## src/rtl/wnc_pkg.sv

```systemverilog
package wnc_pkg;
  localparam int unsigned WNC_W  = 16;
  localparam int unsigned LOCK_B = 12;
  localparam int unsigned HALT_B = 11;
  localparam int unsigned SEND_B = 10;
  localparam int unsigned REDIR_B = 9;
  localparam int unsigned FNMI_B = 8;

  typedef struct packed {
    logic lock;
    logic halt;
    logic send;
    logic redir;
    logic fnmi;
  } wnc_bits_t;
endpackage

```

## src/rtl/wnc_ctl_regs.sv

```systemverilog
module wnc_ctl_regs
  import wnc_pkg::*;
(
  input  logic      clk,
  input  logic      rst,
  input  logic      wr_en,
  input  wnc_bits_t wr_bits,
  input  logic      send_done,
  output wnc_bits_t state,
  output logic      force_set
);
  wnc_bits_t st_q;

  assign force_set = wr_en && wr_bits.fnmi && !st_q.fnmi;
  assign state     = st_q;

  always_ff @(posedge clk) begin
    if (rst) begin
      st_q <= '0;
    end else begin
      if (wr_en && wr_bits.lock) st_q.lock <= 1'b1;
      if (wr_en) begin
        st_q.halt  <= wr_bits.halt;
        st_q.redir <= wr_bits.redir;
      end
      if (send_done)                                st_q.send <= 1'b0;
      else if (wr_en && wr_bits.send && !st_q.send) st_q.send <= 1'b1;
      if (wr_en && wr_bits.fnmi) st_q.fnmi <= !st_q.fnmi;
    end
  end

  // lock sticks until reset
  a_r3_lock_sticky: assert property (@(posedge clk) disable iff (rst)
    st_q.lock |=> st_q.lock);
  // completion always clears the request
  a_r7_done_clears: assert property (@(posedge clk) disable iff (rst)
    send_done |=> !st_q.send);
  // an uncontested write of one sets the request
  a_r6_send_set: assert property (@(posedge clk) disable iff (rst)
    (wr_en && wr_bits.send && !send_done) |=> st_q.send);
  // second write of one acknowledges
  a_r10_force_ack: assert property (@(posedge clk) disable iff (rst)
    (wr_en && wr_bits.fnmi && st_q.fnmi) |=> !st_q.fnmi);
  // no write of one leaves the bit alone
  a_r10_write0_hold: assert property (@(posedge clk) disable iff (rst)
    !(wr_en && wr_bits.fnmi) |=> $stable(st_q.fnmi));
endmodule

```

## src/rtl/wnc_nmi_route.sv

```systemverilog
module wnc_nmi_route (
  input  logic clk,
  input  logic rst,
  input  logic nmi_evt,
  input  logic nmi_dis,
  input  logic gbl_smi_en,
  input  logic redir,
  input  logic force_set,
  output logic nmi_out,
  output logic smi_out
);
  logic smi_gate;
  assign smi_gate = !nmi_dis && gbl_smi_en;

  always_ff @(posedge clk) begin
    if (rst) begin
      nmi_out <= 1'b0;
      smi_out <= 1'b0;
    end else begin
      nmi_out <= force_set || (nmi_evt && !redir);
      smi_out <= nmi_evt && redir && smi_gate;
    end
  end

  // event passes to NMI when not redirected
  a_r8_pass_nmi: assert property (@(posedge clk) disable iff (rst)
    (nmi_evt && !redir) |=> nmi_out);
  // gated-off redirection produces no SMI
  a_r9_smi_blocked: assert property (@(posedge clk) disable iff (rst)
    (nmi_evt && redir && (nmi_dis || !gbl_smi_en)) |=> !smi_out);
  // an SMI only ever follows a redirected event
  a_r9_smi_source: assert property (@(posedge clk) disable iff (rst)
    smi_out |-> $past(nmi_evt && redir));
endmodule

```

## src/rtl/wdt_nmi_ctl.sv

```systemverilog
module wdt_nmi_ctl
  import wnc_pkg::*;
#(
  parameter int unsigned W = WNC_W
) (
  input  logic         clk,
  input  logic         rst,
  input  logic         wr_en,
  input  logic [W-1:0] wdata,
  output logic [W-1:0] rdata,
  input  logic         send_done,
  input  logic         nmi_evt,
  input  logic         nmi_dis,
  input  logic         gbl_smi_en,
  output logic         tmr_halt,
  output logic         send_req,
  output logic         tmr_en_wr_ok,
  output logic         nmi_out,
  output logic         smi_out
);
  wnc_bits_t wr_bits;
  wnc_bits_t state;
  logic      force_set;
  logic      unused_wbits;

  assign wr_bits.lock  = wdata[LOCK_B];
  assign wr_bits.halt  = wdata[HALT_B];
  assign wr_bits.send  = wdata[SEND_B];
  assign wr_bits.redir = wdata[REDIR_B];
  assign wr_bits.fnmi  = wdata[FNMI_B];
  assign unused_wbits  = ^{wdata[W-1:LOCK_B+1], wdata[FNMI_B-1:0]};

  wnc_ctl_regs u_regs (
    .clk       (clk),
    .rst       (rst),
    .wr_en     (wr_en),
    .wr_bits   (wr_bits),
    .send_done (send_done),
    .state     (state),
    .force_set (force_set)
  );

  wnc_nmi_route u_route (
    .clk        (clk),
    .rst        (rst),
    .nmi_evt    (nmi_evt),
    .nmi_dis    (nmi_dis),
    .gbl_smi_en (gbl_smi_en),
    .redir      (state.redir),
    .force_set  (force_set),
    .nmi_out    (nmi_out),
    .smi_out    (smi_out)
  );

  always_comb begin
    rdata          = '0;
    rdata[LOCK_B]  = state.lock;
    rdata[HALT_B]  = state.halt;
    rdata[SEND_B]  = state.send;
    rdata[REDIR_B] = state.redir;
    rdata[FNMI_B]  = state.fnmi;
  end

  assign tmr_halt     = state.halt;
  assign send_req     = state.send;
  assign tmr_en_wr_ok = !state.lock;

  // gate closed whenever lock reads back as set
  a_r4_gate_closed: assert property (@(posedge clk) disable iff (rst)
    rdata[LOCK_B] |-> !tmr_en_wr_ok);
  // NMI and SMI never fire together from routing
  a_r9_exclusive: assert property (@(posedge clk) disable iff (rst)
    (nmi_out && smi_out) |-> $past(force_set));
endmodule

```

## config.mk

```make
export PLATFORM = sky130hd
export DESIGN_NAME = wdt_nmi_ctl
export DESIGN_NICKNAME = d
export VERILOG_FILES = /design/src/rtl/wnc_pkg.sv /design/src/rtl/wnc_ctl_regs.sv /design/src/rtl/wnc_nmi_route.sv /design/src/rtl/wdt_nmi_ctl.sv
export SDC_FILE = /design/constraint.sdc
export NUM_CORES = 1
export LEC_CHECK = 0
export BUFFER_PORTS_ARGS = -buffer_cell sky130_fd_sc_hd__buf_2
export CAP_MARGIN = 15
export CELL_PAD_IN_SITES_DETAIL_PLACEMENT = 0
export CELL_PAD_IN_SITES_GLOBAL_PLACEMENT = 1
export CORE_UTILIZATION = 19
export DETAILED_ROUTE_END_ITERATION = 8
export GPL_TIMING_DRIVEN = 0
export HOLD_SLACK_MARGIN = 0.02
export PLACE_DENSITY = 0.8
export SETUP_SLACK_MARGIN = 0.1
export SLEW_MARGIN = 30
export SYNTH_ARGS = -nofsm -noshare
export SYNTH_HDL_FRONTEND = slang
export SYNTH_HIERARCHICAL = 1
export SYNTH_SLANG_ARGS = --single-unit
```

## constraint.sdc

```tcl
create_clock -name clk -period 1.1 [get_ports clk]
set_input_delay 0.165 -clock clk [delete_from_list [all_inputs] [get_ports clk]]
set_output_delay 0.165 -clock clk [all_outputs]
set_load 0.02 [all_outputs]
```

Word level (Yosys, flattened, before mapping)
Cells that the tools add are included.
{"block": "word_totals", "mem_bits_ro": 0, "mem_bits_rw": 0, "output_inout_bits": 21, "latchBits": 0, "regBits": 7, "word_cells": 23, "in_bits": 23, "mem_count": 0}
{"block": "op_classes", "bitwise": 0, "muxes": 0, "reduce_logical": 16, "add_sub_neg": 0, "eq_ne": 0, "div": 0, "order_cmp": 0, "mul": 0, "shifts": 0}
{"operator": "logical AND 1 bit", "count": 9}
{"operator": "logical NOT 1 bit", "count": 5}
{"operator": "OR reduction 2 bit", "count": 1}
{"operator": "logical OR 1 bit", "count": 1}

Depth between registers and ports, before layout
{"block": "depth", "ltp_word": 3, "mapped_depth": 4, "ltp_nobuf": 4}

Modules after synthesis
Netlist, hierarchy kept.
{"mod": "wnc_ctl_regs", "instances": 1, "cells_per_inst": 18, "seq_area_each_um2": 100.1, "area_per_inst_um2": 180.2}
{"mod": "wdt_nmi_ctl", "instances": 1, "cells_per_inst": 15, "seq_area_each_um2": 0.0, "area_per_inst_um2": 105.1}
{"mod": "wnc_nmi_route", "instances": 1, "cells_per_inst": 7, "seq_area_each_um2": 40.0, "area_per_inst_um2": 71.3}

Least setup slack after synthesis
No wires, ideal clock.
{"block": "synth_timing", "path_kind": "reg-to-reg", "start": "reg u_regs.st_q, in the netlist u_regs/state[0]", "end": "reg u_regs.st_q, in the netlist u_regs/state[0]", "t_arrival_ps": 784, "stages_incl_launch_ff": 3, "setup_ps": 121, "setup_slack_ps": 195, "period_less_slack_ps": 905, "n_path_buf": 0, "required_time_ps": 979, "path_cell_list": "dfxtp_1 -> and2b_1 -> mux2_4"}
{"block": "synth_via", "elab_chain_len": 1}
{"element": "start, declared", "line": "wnc_ctl_regs.sv:12", "text": "wnc_bits_t st_q;"}
{"element": "logical NOT 1 bit", "line": "wnc_ctl_regs.sv:28", "text": "if (wr_en && wr_bits.fnmi) st_q.fnmi <= !st_q.fnmi;"}
No other way between the ends.
A chain may end at the register's enable or synchronous reset.

Worst setup path in the final report
{"block": "layout_timing", "start": "reg u_regs.st_q, in the netlist u_regs/state[2]", "end": "out send_req"}
{"element": "end, declared", "line": "wdt_nmi_ctl.sv:16", "text": "output logic send_req,"}
No word-level cell between the ends.

==> results by group <==
Status
  • Status: finished, final reports clean

Clock tree
  • Clk_lat worst skew: about 0.25 ns
  • CTS Buf Count: 3
  • CTS tree: built
  • Clk sinks: 7
  • CTS H-tree lvls: 1
  • CTS Root Cell: clkbuf_4
  • Post-CTS Setup Inserts: 0
  • Clk buf depth: 2
  • Worst-path clk slew: ~0.050 ns

Power
  • Combinational Power Share: 0.257
  • Power per cell area: between 1000 and 1500 nW/um^2
  • Clock power share: 0.337
  • LEAKAGE: 0.331 nW
  • Sequential fraction of design power: 0.406
  • Switching share of power: 0.287
  • Maximum resistive drop on vdd: 527 uV
  • Internal power: 0.488 mW
  • Psw: around 0.20 mW

Route
  • DRC viols: 0
  • DRT Wirelength: between 600 and 700 microns
  • DR vias/cell: approximately 3.3
  • Pre-Repair DR Iteration Count: 4
  • Post-route ant nets: 0
  • WL per Instance: between 6 and 7 microns
  • Vias: between 300 and 400
  • Initial DRC count: 3

Final layout
  • Fraction of layout cells with a size suffix above 1: 0.547
  • P&R area growth vs syn: 62.1%
  • Cell Count, Final, Fillers Out: 100
  • Number of diodes: 0
  • Net count, final: 99
  • Fillers: 193

Logic synthesis
  • Netlist cell types: 14
  • Area contributors post-synth: dfxtp_1 39%, buf_4 27%, nor2_1 6.3%
  • Synth async-reset ratio: 0
  • Yosys top cell by area: dfxtp_1
  • Number of flops mapped to enable cells by yosys: 0
  • Syn Std Cell Area: approximately 360 sq um
  • Top-area cell type share of the netlist area: 0.393
  • Most common cell in the netlist: buf_4
  • Yosys reg bits: 7
  • Ys flop type: dfxtp_1
  • Synth warn: 6
  • Syn Inst Count: 40
  • Synth top cells by count: 13 x buf_4, 7 x dfxtp_1, 6 x nor2_1
  • Seq/Total Area, Yosys: 0.393
  • Avg Cell Area, Syn: ~8.9 sq um

Critical path
  • Worst path max stage delay: roughly 0.32 ns
  • Worst Path Arrival: ~0.8 ns
  • Crit-path cells: buf_4, buf_6
  • Reg2reg setup slack: about 0.26 ns
  • Crit path max-delay family: flip-flops
  • Slowest cell on crit path: dfxtp_2
  • Buf/Inv on CP: 2
  • Critical Path RT: between 0.9 and 1 ns
  • Worst reg2reg endpoint: u_regs/state[0]
  • Crit-path max FO: 3
  • CP Class: register to output pin
  • Worst setup SP type: register
  • Critical Path Sink Type: output pin
  • Reg2Reg Launch Point: u_regs/state[0]
  • Cells on worst reg2reg path: 2

Place
  • Buffers on Ports: 21
  • Cells after DPL: between 90 and 100
  • Placer Congestion: ~0.65

Worst hold path
  • Worst hold stages: 2
  • Hold crit path type: primary input to register
  • Hold Startpoint: send_done
  • Worst hold path endpoint: u_regs/state[2]

STA
  • Max-slew violation total from the final report: 0
  • Final min period: a little under 1 ns
  • FMAX: 1.02 GHz
  • Final period util: 0.888
  • Setup total negative slack: 0 ns
  • Final Hold Fails: 0
  • Endpoints failing setup: 0
  • Worst Clk Skew: 0.00124 ns
  • RSZ-0062 raised after global routing: false

Job
  • Max-Cap Viols: 0

Die
  • Starting Density: 0.204
  • Die Wd: 45.3 microns
  • Site Rows: 15
  • # IOs: 44
  • Die Ht: about 45 microns
  • Core area: ~1700 sq um
  • Die Area: approximately 2000 sq um

Global routing
  • Initial antenna violation count: 0
  • First-pass GRT wire length: approximately 1.1 mm
  • GRT Util Overall: 0.0786
  • Grt total ovfl: 0
  • Largest net degree at the start of global routing: 9
  • Number of global-route vias before repair: around 280
## per-layer routing
metal  share of wire  GRT usage
met3            0.11     0.0720
met1            0.42     0.0751
met5               0          0
met4               0     0.0182
met2            0.47      0.125
## placed cells by master, fill, tap and decap left out
master / instances
nand2b_1: 1
nand4b_1: 1
nand2_1: 1
and2b_1: 1
dfxtp_2: 2
buf_6: 3
mux2_4: 1
a21oi_1: 2
inv_1: 2
dfxtp_1: 5
a21oi_2: 1
mux2i_1: 2
clkbuf_1: 1
buf_2: 18
buf_4: 13
nor2_1: 6
clkbuf_4: 3
nor3_1: 1
conb_1: 11
## registers in the layout, summed over array words and instances (netlist names)
signal and cells:
u_route/smi_out 1, u_regs/state 5, u_route/nmi_out 1
## cell families after synthesis
group / share of synthesized area
other: 0.0105
AND/OR/NAND/NOR: 0.151
buffers and inverters: 0.295
AO/OA/AOI/OAI: 0.0526
flip-flops: 0.393
multiplexers: 0.0982
## worst max path at each step
stage                         start              end  slack (ns)  depth (start not counted)
finish              u_regs/state[2]         send_req        0.12                          2
CTS                 u_regs/state[2]         send_req        0.11                          2
floorplan           u_regs/state[0]  u_regs/state[0]        0.19                          2
global route        u_regs/state[2]         send_req        0.10                          2
global placement                rst  u_regs/state[0]        0.20                          3
detailed placement              rst  u_regs/state[0]        0.20                          3
## power groups by stage
stage | clock [mW] | combinational [mW] | sequential, mW
2_1_floorplan | 0 | 0.102 | 0.300
3_3_place_gp | 0 | 0.167 | 0.281
3_5_place_dp | 0 | 0.168 | 0.283
4_1_cts | 0.246 | 0.173 | 0.278
5_1_grt | 0.254 | 0.192 | 0.280
6_report | 0.231 | 0.176 | 0.278
## cell type report
type | instances | area, sq um | share of cell area
buffer | 13 | 101 | 0.175
sequential | 7 | 143 | 0.247
clock buffer | 4 | 26.3 | 0.0455
tap | 25 | 31.3 | 0.0541
timing repair buffer | 21 | 120 | 0.208
multi-input combinational | 28 | 149 | 0.258
inverter | 2 | 7.51 | 0.0130
## stage by stage
stage | setup WS (ns) | hold slack [ns] | cell area (sq um) | utilization | power, mW
2_1_floorplan | 0.195 | 0.227 | 394 | - | 0.402
3_3_place_gp | 0.204 | 0.335 | 531 | 0.304 | 0.448
5_1_grt | 0.101 | 0.0718 | 578 | 0.331 | 0.726
3_5_place_dp | 0.196 | 0.340 | 531 | 0.304 | 0.451
6_report | 0.123 | 0.0720 | 578 | 0.331 | 0.685
4_1_cts | 0.110 | 0.0629 | 572 | 0.328 | 0.697
## timing repair
item	CTS	global route
hold buffers	0	0
resized for setup	6	2
setup endpoints to repair	2	2
No activity file was read; power rests on OpenSTA's default activity.
